--- config.mk ---
export PLATFORM = sky130hd
export DESIGN_NAME = stopwake_seq
export DESIGN_NICKNAME = d
export VERILOG_FILES = /design/src/rtl/swk_pkg.sv /design/src/rtl/swk_irq_detect.sv /design/src/rtl/swk_stab_count.sv /design/src/rtl/swk_wait_timer.sv /design/src/rtl/stopwake_seq.sv
export SDC_FILE = /design/constraint.sdc
export NUM_CORES = 1
export LEC_CHECK = 0
export ABC_AREA = 1
export BUFFER_PORTS_ARGS = -buffer_cell sky130_fd_sc_hd__buf_2
export CORE_ASPECT_RATIO = 0.9
export CORE_UTILIZATION = 45
export DETAILED_ROUTE_END_ITERATION = 16
export GPL_ROUTABILITY_DRIVEN = 0
export PLACE_DENSITY = 0.64
export SYNTH_ARGS = -nofsm -noshare
export SYNTH_HDL_FRONTEND = slang
export SYNTH_SLANG_ARGS = --single-unit
--- constraint.sdc ---
create_clock -name clk -period 7 [get_ports clk]
set_input_delay 1.4 -clock clk [delete_from_list [all_inputs] [get_ports clk]]
set_output_delay 1.4 -clock clk [all_outputs]
set_load 0.1 [all_outputs]
--- src/rtl/swk_pkg.sv ---
package swk_pkg;

   typedef enum logic [1:0] {
      SW_RUN  = 2'd0,
      SW_STOP = 2'd1,
      SW_STAB = 2'd2,
      SW_WAIT = 2'd3
   } swk_state_e;

   // exponent of the stabilization count for selection value sel
   function automatic int unsigned stab_exp(input int unsigned base, input int unsigned sel);
      return (sel < 4) ? base + sel : base + 2 * sel - 4;
   endfunction

endpackage

--- src/rtl/swk_irq_detect.sv ---
module swk_irq_detect #(
   parameter int unsigned NUM_IRQ = 8
) (
   input  logic [NUM_IRQ-1:0] irq_req,
   input  logic [NUM_IRQ-1:0] irq_mask,
   output logic               pend
);

   if (NUM_IRQ < 1) begin : g_bad_num
      $error("swk_irq_detect: NUM_IRQ must be at least 1");
   end

   logic [NUM_IRQ-1:0] hit;

   for (genvar i = 0; i < NUM_IRQ; i++) begin : g_line
      assign hit[i] = irq_req[i] & ~irq_mask[i];
   end

   assign pend = |hit;

endmodule

--- src/rtl/swk_stab_count.sv ---
module swk_stab_count #(
   parameter int unsigned BASE_EXP = 8,
   parameter int unsigned SEL_W    = 3
) (
   input  logic                  clk,
   input  logic                  rst_n,
   input  logic                  clr,
   input  logic                  start,
   input  logic [SEL_W-1:0]      sel,
   output logic                  last,
   output logic [(1<<SEL_W)-1:0] status
);

   localparam int unsigned NSEL    = 1 << SEL_W;
   localparam int unsigned MAX_EXP = swk_pkg::stab_exp(BASE_EXP, NSEL - 1);
   localparam int unsigned CNT_W   = MAX_EXP + 1;
   localparam logic [CNT_W-1:0] MAXC = CNT_W'(1) << MAX_EXP;

   if (SEL_W != 3) begin : g_bad_sel
      $error("swk_stab_count: the selection field must be 3 bits wide");
   end
   if (BASE_EXP < 1) begin : g_bad_base
      $error("swk_stab_count: BASE_EXP must be at least 1");
   end

   logic             active;
   logic [CNT_W-1:0] cnt;
   logic [CNT_W-1:0] thr [NSEL];
   logic [CNT_W-1:0] tgt;

   for (genvar k = 0; k < NSEL; k++) begin : g_thr
      localparam int unsigned E = swk_pkg::stab_exp(BASE_EXP, k);
      assign thr[k]    = CNT_W'(1) << E;
      assign status[k] = (cnt >= thr[k]);
   end

   assign tgt  = thr[sel];
   assign last = active && (cnt == tgt - CNT_W'(1));

   always_ff @(posedge clk) begin
      if (!rst_n) begin
         active <= 1'b0;
         cnt    <= '0;
      end else if (clr) begin
         active <= 1'b0;
         cnt    <= '0;
      end else begin
         if (start) active <= 1'b1;
         if (active && cnt != MAXC) cnt <= cnt + CNT_W'(1);
      end
   end

   p_status_therm_r7: assert property (@(posedge clk) disable iff (!rst_n)
      (status & (status + NSEL'(1))) == '0);

   p_status_grows_r7: assert property (@(posedge clk) disable iff (!rst_n)
      !clr |=> status >= $past(status));

   p_cleared_r7: assert property (@(posedge clk) disable iff (!rst_n)
      clr |=> status == '0);

endmodule

--- src/rtl/swk_wait_timer.sv ---
module swk_wait_timer #(
   parameter int unsigned WAIT_CYC = 3
) (
   input  logic clk,
   input  logic rst_n,
   input  logic run,
   output logic last
);

   localparam int unsigned WW = $clog2(WAIT_CYC + 1);

   if (WAIT_CYC < 1) begin : g_bad_wait
      $error("swk_wait_timer: WAIT_CYC must be at least 1");
   end

   if (WAIT_CYC == 1) begin : g_single
      assign last = run;
   end else begin : g_count
      logic [WW-1:0] cnt;

      always_ff @(posedge clk) begin
         if (!rst_n || !run) cnt <= '0;
         else                cnt <= cnt + WW'(1);
      end

      assign last = run && (cnt == WW'(WAIT_CYC - 1));

      p_wait_bound_r4: assert property (@(posedge clk) disable iff (!rst_n)
         run |-> cnt < WW'(WAIT_CYC));
   end

endmodule

--- src/rtl/stopwake_seq.sv ---
module stopwake_seq #(
   parameter int unsigned NUM_IRQ       = 8,
   parameter int unsigned SEL_W         = 3,
   parameter int unsigned BASE_EXP      = 8,
   parameter int unsigned WAIT_CYC      = 3,
   parameter bit          SKIP_STAB_INT = 1'b1
) (
   input  logic                  clk,
   input  logic                  rst_n,
   input  logic                  stop_req,
   input  logic [NUM_IRQ-1:0]    irq_req,
   input  logic [NUM_IRQ-1:0]    irq_mask,
   input  logic                  irq_enable,
   input  logic [SEL_W-1:0]      stab_sel,
   input  logic                  clk_ext,
   input  logic                  wdt_keep,
   output logic                  core_halt,
   output logic                  main_osc_en,
   output logic                  lsosc_en,
   output logic                  release_pulse,
   output logic                  take_irq,
   output logic                  resume_next,
   output logic [(1<<SEL_W)-1:0] stab_status
);

   import swk_pkg::*;

   swk_state_e state, nxt;
   logic pend, use_stab, stab_last, wait_last;
   logic cnt_clr, cnt_start, rel_now;
   logic rel_q, take_q, resume_q;

   if (SKIP_STAB_INT) begin : g_skip_int
      assign use_stab = clk_ext;
   end else begin : g_always_stab
      assign use_stab = 1'b1;
   end

   swk_irq_detect #(.NUM_IRQ(NUM_IRQ)) u_irq (
      .irq_req (irq_req),
      .irq_mask(irq_mask),
      .pend    (pend)
   );

   always_comb begin
      nxt = state;
      unique case (state)
         SW_RUN:  if (stop_req && !pend) nxt = SW_STOP;
         SW_STOP: if (pend)              nxt = use_stab ? SW_STAB : SW_WAIT;
         SW_STAB: if (stab_last)         nxt = SW_WAIT;
         SW_WAIT: if (wait_last)         nxt = SW_RUN;
         default:                        nxt = SW_RUN;
      endcase
   end

   assign cnt_clr   = (nxt == SW_STOP);
   assign cnt_start = (state == SW_STOP) && (nxt == SW_STAB);
   assign rel_now   = (state == SW_WAIT) && wait_last;

   swk_stab_count #(.BASE_EXP(BASE_EXP), .SEL_W(SEL_W)) u_stab (
      .clk   (clk),
      .rst_n (rst_n),
      .clr   (cnt_clr),
      .start (cnt_start),
      .sel   (stab_sel),
      .last  (stab_last),
      .status(stab_status)
   );

   swk_wait_timer #(.WAIT_CYC(WAIT_CYC)) u_wait (
      .clk  (clk),
      .rst_n(rst_n),
      .run  (state == SW_WAIT),
      .last (wait_last)
   );

   always_ff @(posedge clk) begin
      if (!rst_n) begin
         state    <= SW_RUN;
         rel_q    <= 1'b0;
         take_q   <= 1'b0;
         resume_q <= 1'b0;
      end else begin
         state    <= nxt;
         rel_q    <= rel_now;
         take_q   <= rel_now & irq_enable;
         resume_q <= rel_now & ~irq_enable;
      end
   end

   assign core_halt     = (state != SW_RUN);
   assign main_osc_en   = (state != SW_STOP);
   assign lsosc_en      = (state != SW_STOP) | wdt_keep;
   assign release_pulse = rel_q;
   assign take_irq      = take_q;
   assign resume_next   = resume_q;

   p_wake_osc_r1: assert property (@(posedge clk) disable iff (!rst_n)
      (!main_osc_en && pend) |=> main_osc_en);

   p_masked_hold_r2: assert property (@(posedge clk) disable iff (!rst_n)
      (!main_osc_en && !pend) |=> (!main_osc_en && core_halt));

   p_release_after_halt_r4: assert property (@(posedge clk) disable iff (!rst_n)
      release_pulse |-> (!core_halt && $past(core_halt) && $past(main_osc_en)));

   p_route_one_r6: assert property (@(posedge clk) disable iff (!rst_n)
      release_pulse |-> (take_irq != resume_next));

   p_route_ie_r6: assert property (@(posedge clk) disable iff (!rst_n)
      release_pulse |-> (take_irq == $past(irq_enable)));

   p_lsosc_r8: assert property (@(posedge clk) disable iff (!rst_n)
      (!main_osc_en && wdt_keep) |-> lsosc_en);

   p_stop_pending_r10: assert property (@(posedge clk) disable iff (!rst_n)
      (!core_halt && stop_req && pend) |=> !core_halt);

   p_pulse_single_r11: assert property (@(posedge clk) disable iff (!rst_n)
      release_pulse |=> !release_pulse);

endmodule

* Word level (Yosys, flattened, before mapping)
Memories as Yosys holds them, arrays and structs flattened. Cells that the tools add are included.
Cells by class: bitwise operators 22, $add $sub $neg 3, magnitude comparators 9, reduce and logical (&&, ||, !) cells 14, equality and inequality tests 9, mux-type cells 8
Operators by type and width (number):
- $mux 19 | 2
- $add 19x1->19 const B | 1
- $eq 19x19->1 | 1
- $ge 19x10->1 const B | 1
- $ge 19x11->1 const B | 1
- $ge 19x12->1 const B | 1
- $ge 19x13->1 const B | 1
- $ge 19x15->1 const B | 1
- $ge 19x17->1 const B | 1
- $ge 19x19->1 const B | 1
- $ge 19x9->1 const B | 1
- $ne 19x19->1 const B | 1
- $sub 19x1->19 const B | 1
- $and 1x1->1 | 10
- $not 1->1 | 10
- $eq 2x2->1 const B | 4
- $mux 2 | 4
- $pmux 2 s4 | 1
- $reduce_or 8->1 | 1
- $logic_and 1x1->1 | 6
- $eq 2x1->1 const B | 2
- $ge 4x4->1 const B | 1
- $not 3->4 | 1
- $logic_not 1->1 | 3
- 8 further kinds | 8
Storage, ports and cells: bits of input ports 25, output and inout bits 14, logic and storage cells 73, bits in read-only memories 152, memories 1, flip-flop bits (word level) 27
Memories:
- (name not given) | depth 8, width 19, rd ports 1, clocked after memory_dff 0, write ports 0, RTL line swk_stab_count.sv:37 | assign tgt = thr[sel];

* Depth between registers and ports, before layout
depth after elaboration 11, mapped depth 19, gate-level depth less buffers 16

* By module
Synthesis repeated with hierarchy kept, for this count alone.
Unflattened totals: cells, all modules 363, area total of the unflattened synthesis 2162.1 µm²
By module, submodules not included:
- swk_stab_count | area an instance 1747.9 µm², times used 1, cells an instance 294, sequential area each 400.4 µm²
- stopwake_seq | area an instance 252.7 µm², times used 1, cells an instance 37, sequential area each 100.1 µm²
- swk_irq_detect | area an instance 86.3 µm², times used 1, cells an instance 23, sequential area each 0.0 µm²
- swk_wait_timer | area an instance 75.1 µm², times used 1, cells an instance 9, sequential area each 40.0 µm²

* Worst setup path after synthesis
OpenSTA, ideal clock, no wires.
path kind flip-flop to output port, start point reg u_stab.cnt[17], end point out stab_status[0], data arrival time 3052 ps, setup slack 2548 ps, path buffers 0, stages on the path, launching flop included 7, required time 5600 ps, path through dfxtp_1 nor3_1 inv_1 nor2_1 nand3_1 inv_1 nand3_1
Between the ends: word-level cells in the longest chain between the ends 1
RTL lines:
- start: declaration | RTL line swk_stab_count.sv:27 | logic [CNT_W-1:0] cnt;
- start signal: assignment | RTL line swk_stab_count.sv:49 | if (active && cnt != MAXC) cnt <= cnt + CNT_W'(1);
- $ge 19x9->1 | RTL line swk_stab_count.sv:34 | assign status[k] = (cnt >= thr[k]);
- end: declaration | RTL line stopwake_seq.sv:23 | output logic [(1<<SEL_W)-1:0] stab_status
Every way passes these cells.

* Final worst setup path
start point in wdt_keep, end point out lsosc_en
Between the ends: word-level cells in the longest chain between the ends 1
RTL lines:
- start: declaration | RTL line stopwake_seq.sv:16 | input logic wdt_keep,
- $or 1x1->1 | RTL line stopwake_seq.sv:93 | assign lsosc_en = (state != SW_STOP) | wdt_keep;
- end: declaration | RTL line stopwake_seq.sv:19 | output logic lsosc_en,
Every way passes these cells.

==> metrics <==
status=finished, final reports clean; Setup TNS=0 ns; max_cap viols=0; die area=0.00521 mm2; register area=541 um2; Crit Path Category=input pin to output port; fin area=0.00240 mm2; Comb power frac=28.3%; Startpoint Class=input pin; Most common cell on crit path=buf_2; delay-heaviest family, CP=buffers and inverters; Sw Pwr=0.125 mW; worst slew pin tran=between 0.4 and 0.5 ns; ant diodes=0; Die Y=slightly below 70 um; largest net degree at the start of global routing=23; Worst setup EP type=output port; Max VDD drop=0.0000993 V; Wirelength per Cell=11.1 um; CTS Buf Count=3; fin worst setup slack=3.54 ns; fin. max-slew vios=0; Mean Syn Cell Area=6.17 um2; crit path time final=3.46 ns; nets=around 420; area growth from synthesis to layout=8.24%; Multi-input gate area=about 0.0013 mm2; clk sinks=27; Syn Inst Count=359; slowest CP cell=buf_2; Initial Utilization=between 40% and 50%; row count=23; DR vias/cell=between 4 and 5; Setup Skew=0.0110 ns; Hold Crit Class=register to register; Final Routed Wirelength=5010 um; leak pwr=1.10 nW; sequential power share=between 40% and 50%; Final Core Density=52.4%; Tcrit/Tclk final=49.4%; vias=~2,200; vias in the first global route=1,929; CP arrival=2.06 ns; CTS clock-pin slew for the worst setup and hold paths=0.08 ns; fraction of registers with async set/reset=0%; hold violation count in the final report=0; TritonRoute pass-1 iters=4; internal power=0.222 mW; crit-path max FO=1; Post-Syn Nets=between 300 and 400; Yosys cell types=32; worst-path cell chain=buf_2, or2_2, buf_2; PortBufs=38; CP peak stage delay=0.29 ns; Max Fclk=just under 300 MHz; CTS tree=yes; post-CTS setup buffers=0; unrepaired setup endpoints after global routing=no; Worst slew margin=about two thirds; #FFs+latches synth=27; H-Tree Level Count=1; Top Ports=39; Cell Count, Final, Fillers Out=between 400 and 500; overall die width=76.0 um; Cell Pwr Density=145 mW/mm2; Area after DPL=around 0.0024 mm2; crit path buf inv count=2; cell total after placement=446; initial antenna violation count=0; post-CTS resize count=0; GRT Overall Usage=around a fifth; Post-synth EDFFs=0; DRC Markers=0; WP data required=roughly 5.6 ns; synth warn=0; Overall Power=0.347 mW; root buffer cell=clkbuf_8; DP Wirelength=between 3000 and 4000 um; Fillers=473; Worst-Skew Late Latency=around 0.27 ns; most common flop cell mapped by yosys=dfxtp_1; first-pass GRT wire length=8480 um; GRT overflow=0; post-synthesis cell area=about 0.0022 mm2; sequential cell area fraction in the yosys report=24.4%; clock share of power=25.4%; Hold-fix buffers, CTS=0; setup slack at placement=3.40 ns; WHS=0.413 ns; Post-DRT Antenna Nets=0; DRT iter0 DRCs=approximately 130; Clock Path Buffers=2; layout cell share with drive strength beyond 1=~22%; final setup vio count=0; switch share=36.1%; core region area=~0.0046 mm2
-- placed cells by master (no fill, tap or decap), types with 4 or more instances in the layout --
| cell type | count |
|---|---|
| inv_1 | 53 |
| inv_2 | 8 |
| nor2_2 | 21 |
| buf_2 | 38 |
| nand2_1 | 99 |
| ha_1 | 4 |
| o21ai_2 | 5 |
| o21ai_0 | 7 |
| nand4_1 | 9 |
| nor2_1 | 36 |
| dfxtp_1 | 27 |
| a21oi_1 | 7 |
| nand3_1 | 22 |
| nor3_1 | 11 |
| xor2_1 | 12 |
-- routing by layer --
layer	up-vias	GRT usage (%)	part of all wire, %
met3	2	2.76	5.1
li1	1173	-	-
met5	-	0	0
met4	0	5.53	0.56
met1	943	26.1	48
met2	60	36.9	46
-- flip-flops by register name, summed over array words and instances (netlist names) --
| register | cells |
|---|---|
| resume_next | 1 |
| u_wait.g_count.cnt | 2 |
| u_stab.cnt | 19 |
| take_irq | 1 |
| u_stab.active | 1 |
| release_pulse | 1 |
| state | 2 |
-- power by group through the flow --
stage	Sequential [mW]	Clock [mW]	Combinational, mW
finish	0.161	0.0880	0.0984
global route	0.161	0.0973	0.109
CTS	0.161	0.0903	0.0995
detailed placement	0.164	0	0.0994
global placement	0.164	0	0.0983
floorplan	0.163	0	0.0933
-- synthesized netlist by cell type (3+ instances only) --
master    n  share of area (%)
ha_1      4                2.3
dfxtp_1  27                 24
o21ai_0   7                1.6
nor2_2   21                5.9
o21ai_1   3               0.68
nand2_2   3               0.85
nand4_1   9                2.5
xor2_1   12                4.7
nor4_1    3               0.85
buf_6     5                2.5
buf_2     3               0.68
nand2_1  99                 17
o21ai_2   5                2.0
inv_1    53                9.0
a21oi_1   7                1.6
o22ai_1   3               0.85
nor2_1   36                6.1
nor3_1   11                2.5
inv_2     8                1.4
nand3_1  22                5.0
-- area by class of cell --
cell class / count / share of cell area [%]
Sequential cell: 27 / 22.5
Timing Repair Buffer: 38 / 7.93
Multi-Input combinational cell: 258 / 54.9
Inverter: 61 / 9.55
Tap cell: 62 / 3.23
Clock buffer: 4 / 1.88
-- worst register-to-register path, delay by kind of cell, from the launching register on --
| family | cells | cell delay, ns |
|---|---|---|
| flops | 1 | 0.45 |
| simple gates | 9 | 1.25 |
| fa+ha+maj | 1 | 0.32 |
-- cell families (layout without fill, tap and decap cells) --
group                    after synthesis  in the layout  synth area share (%)
flip-flops                            27             27                  24.4
adder cells (fa/ha/maj)                4              4                  2.26
XOR/XNOR                              14             14                  5.53
AND/OR/NAND/NOR                      215            215                  44.9
AO/OA/AOI/OAI                         25             25                  6.66
buffers and inverters                 74            103                  16.2
-- worst paths after layout --
| path | cells past startpoint | slack (ns) | endpoint | startpoint |
|---|---|---|---|---|
| worst max-delay path | 3 | 3.54 | lsosc_en | wdt_keep |
| worst min-delay path | 1 | 0.41 | u_wait.g_count.cnt[0]$_SDFF_PP0_ | u_wait.g_count.cnt[0]$_SDFF_PP0_ |
| worst max register to register | 10 | 4.87 | u_stab.cnt[3]$_SDFFE_PP0P_ | u_stab.cnt[0]$_SDFFE_PP0P_ |
| worst min register to register | 1 | 0.41 | u_wait.g_count.cnt[0]$_SDFF_PP0_ | u_wait.g_count.cnt[0]$_SDFF_PP0_ |
Note: power is estimated with default switching activity, not from simulation.
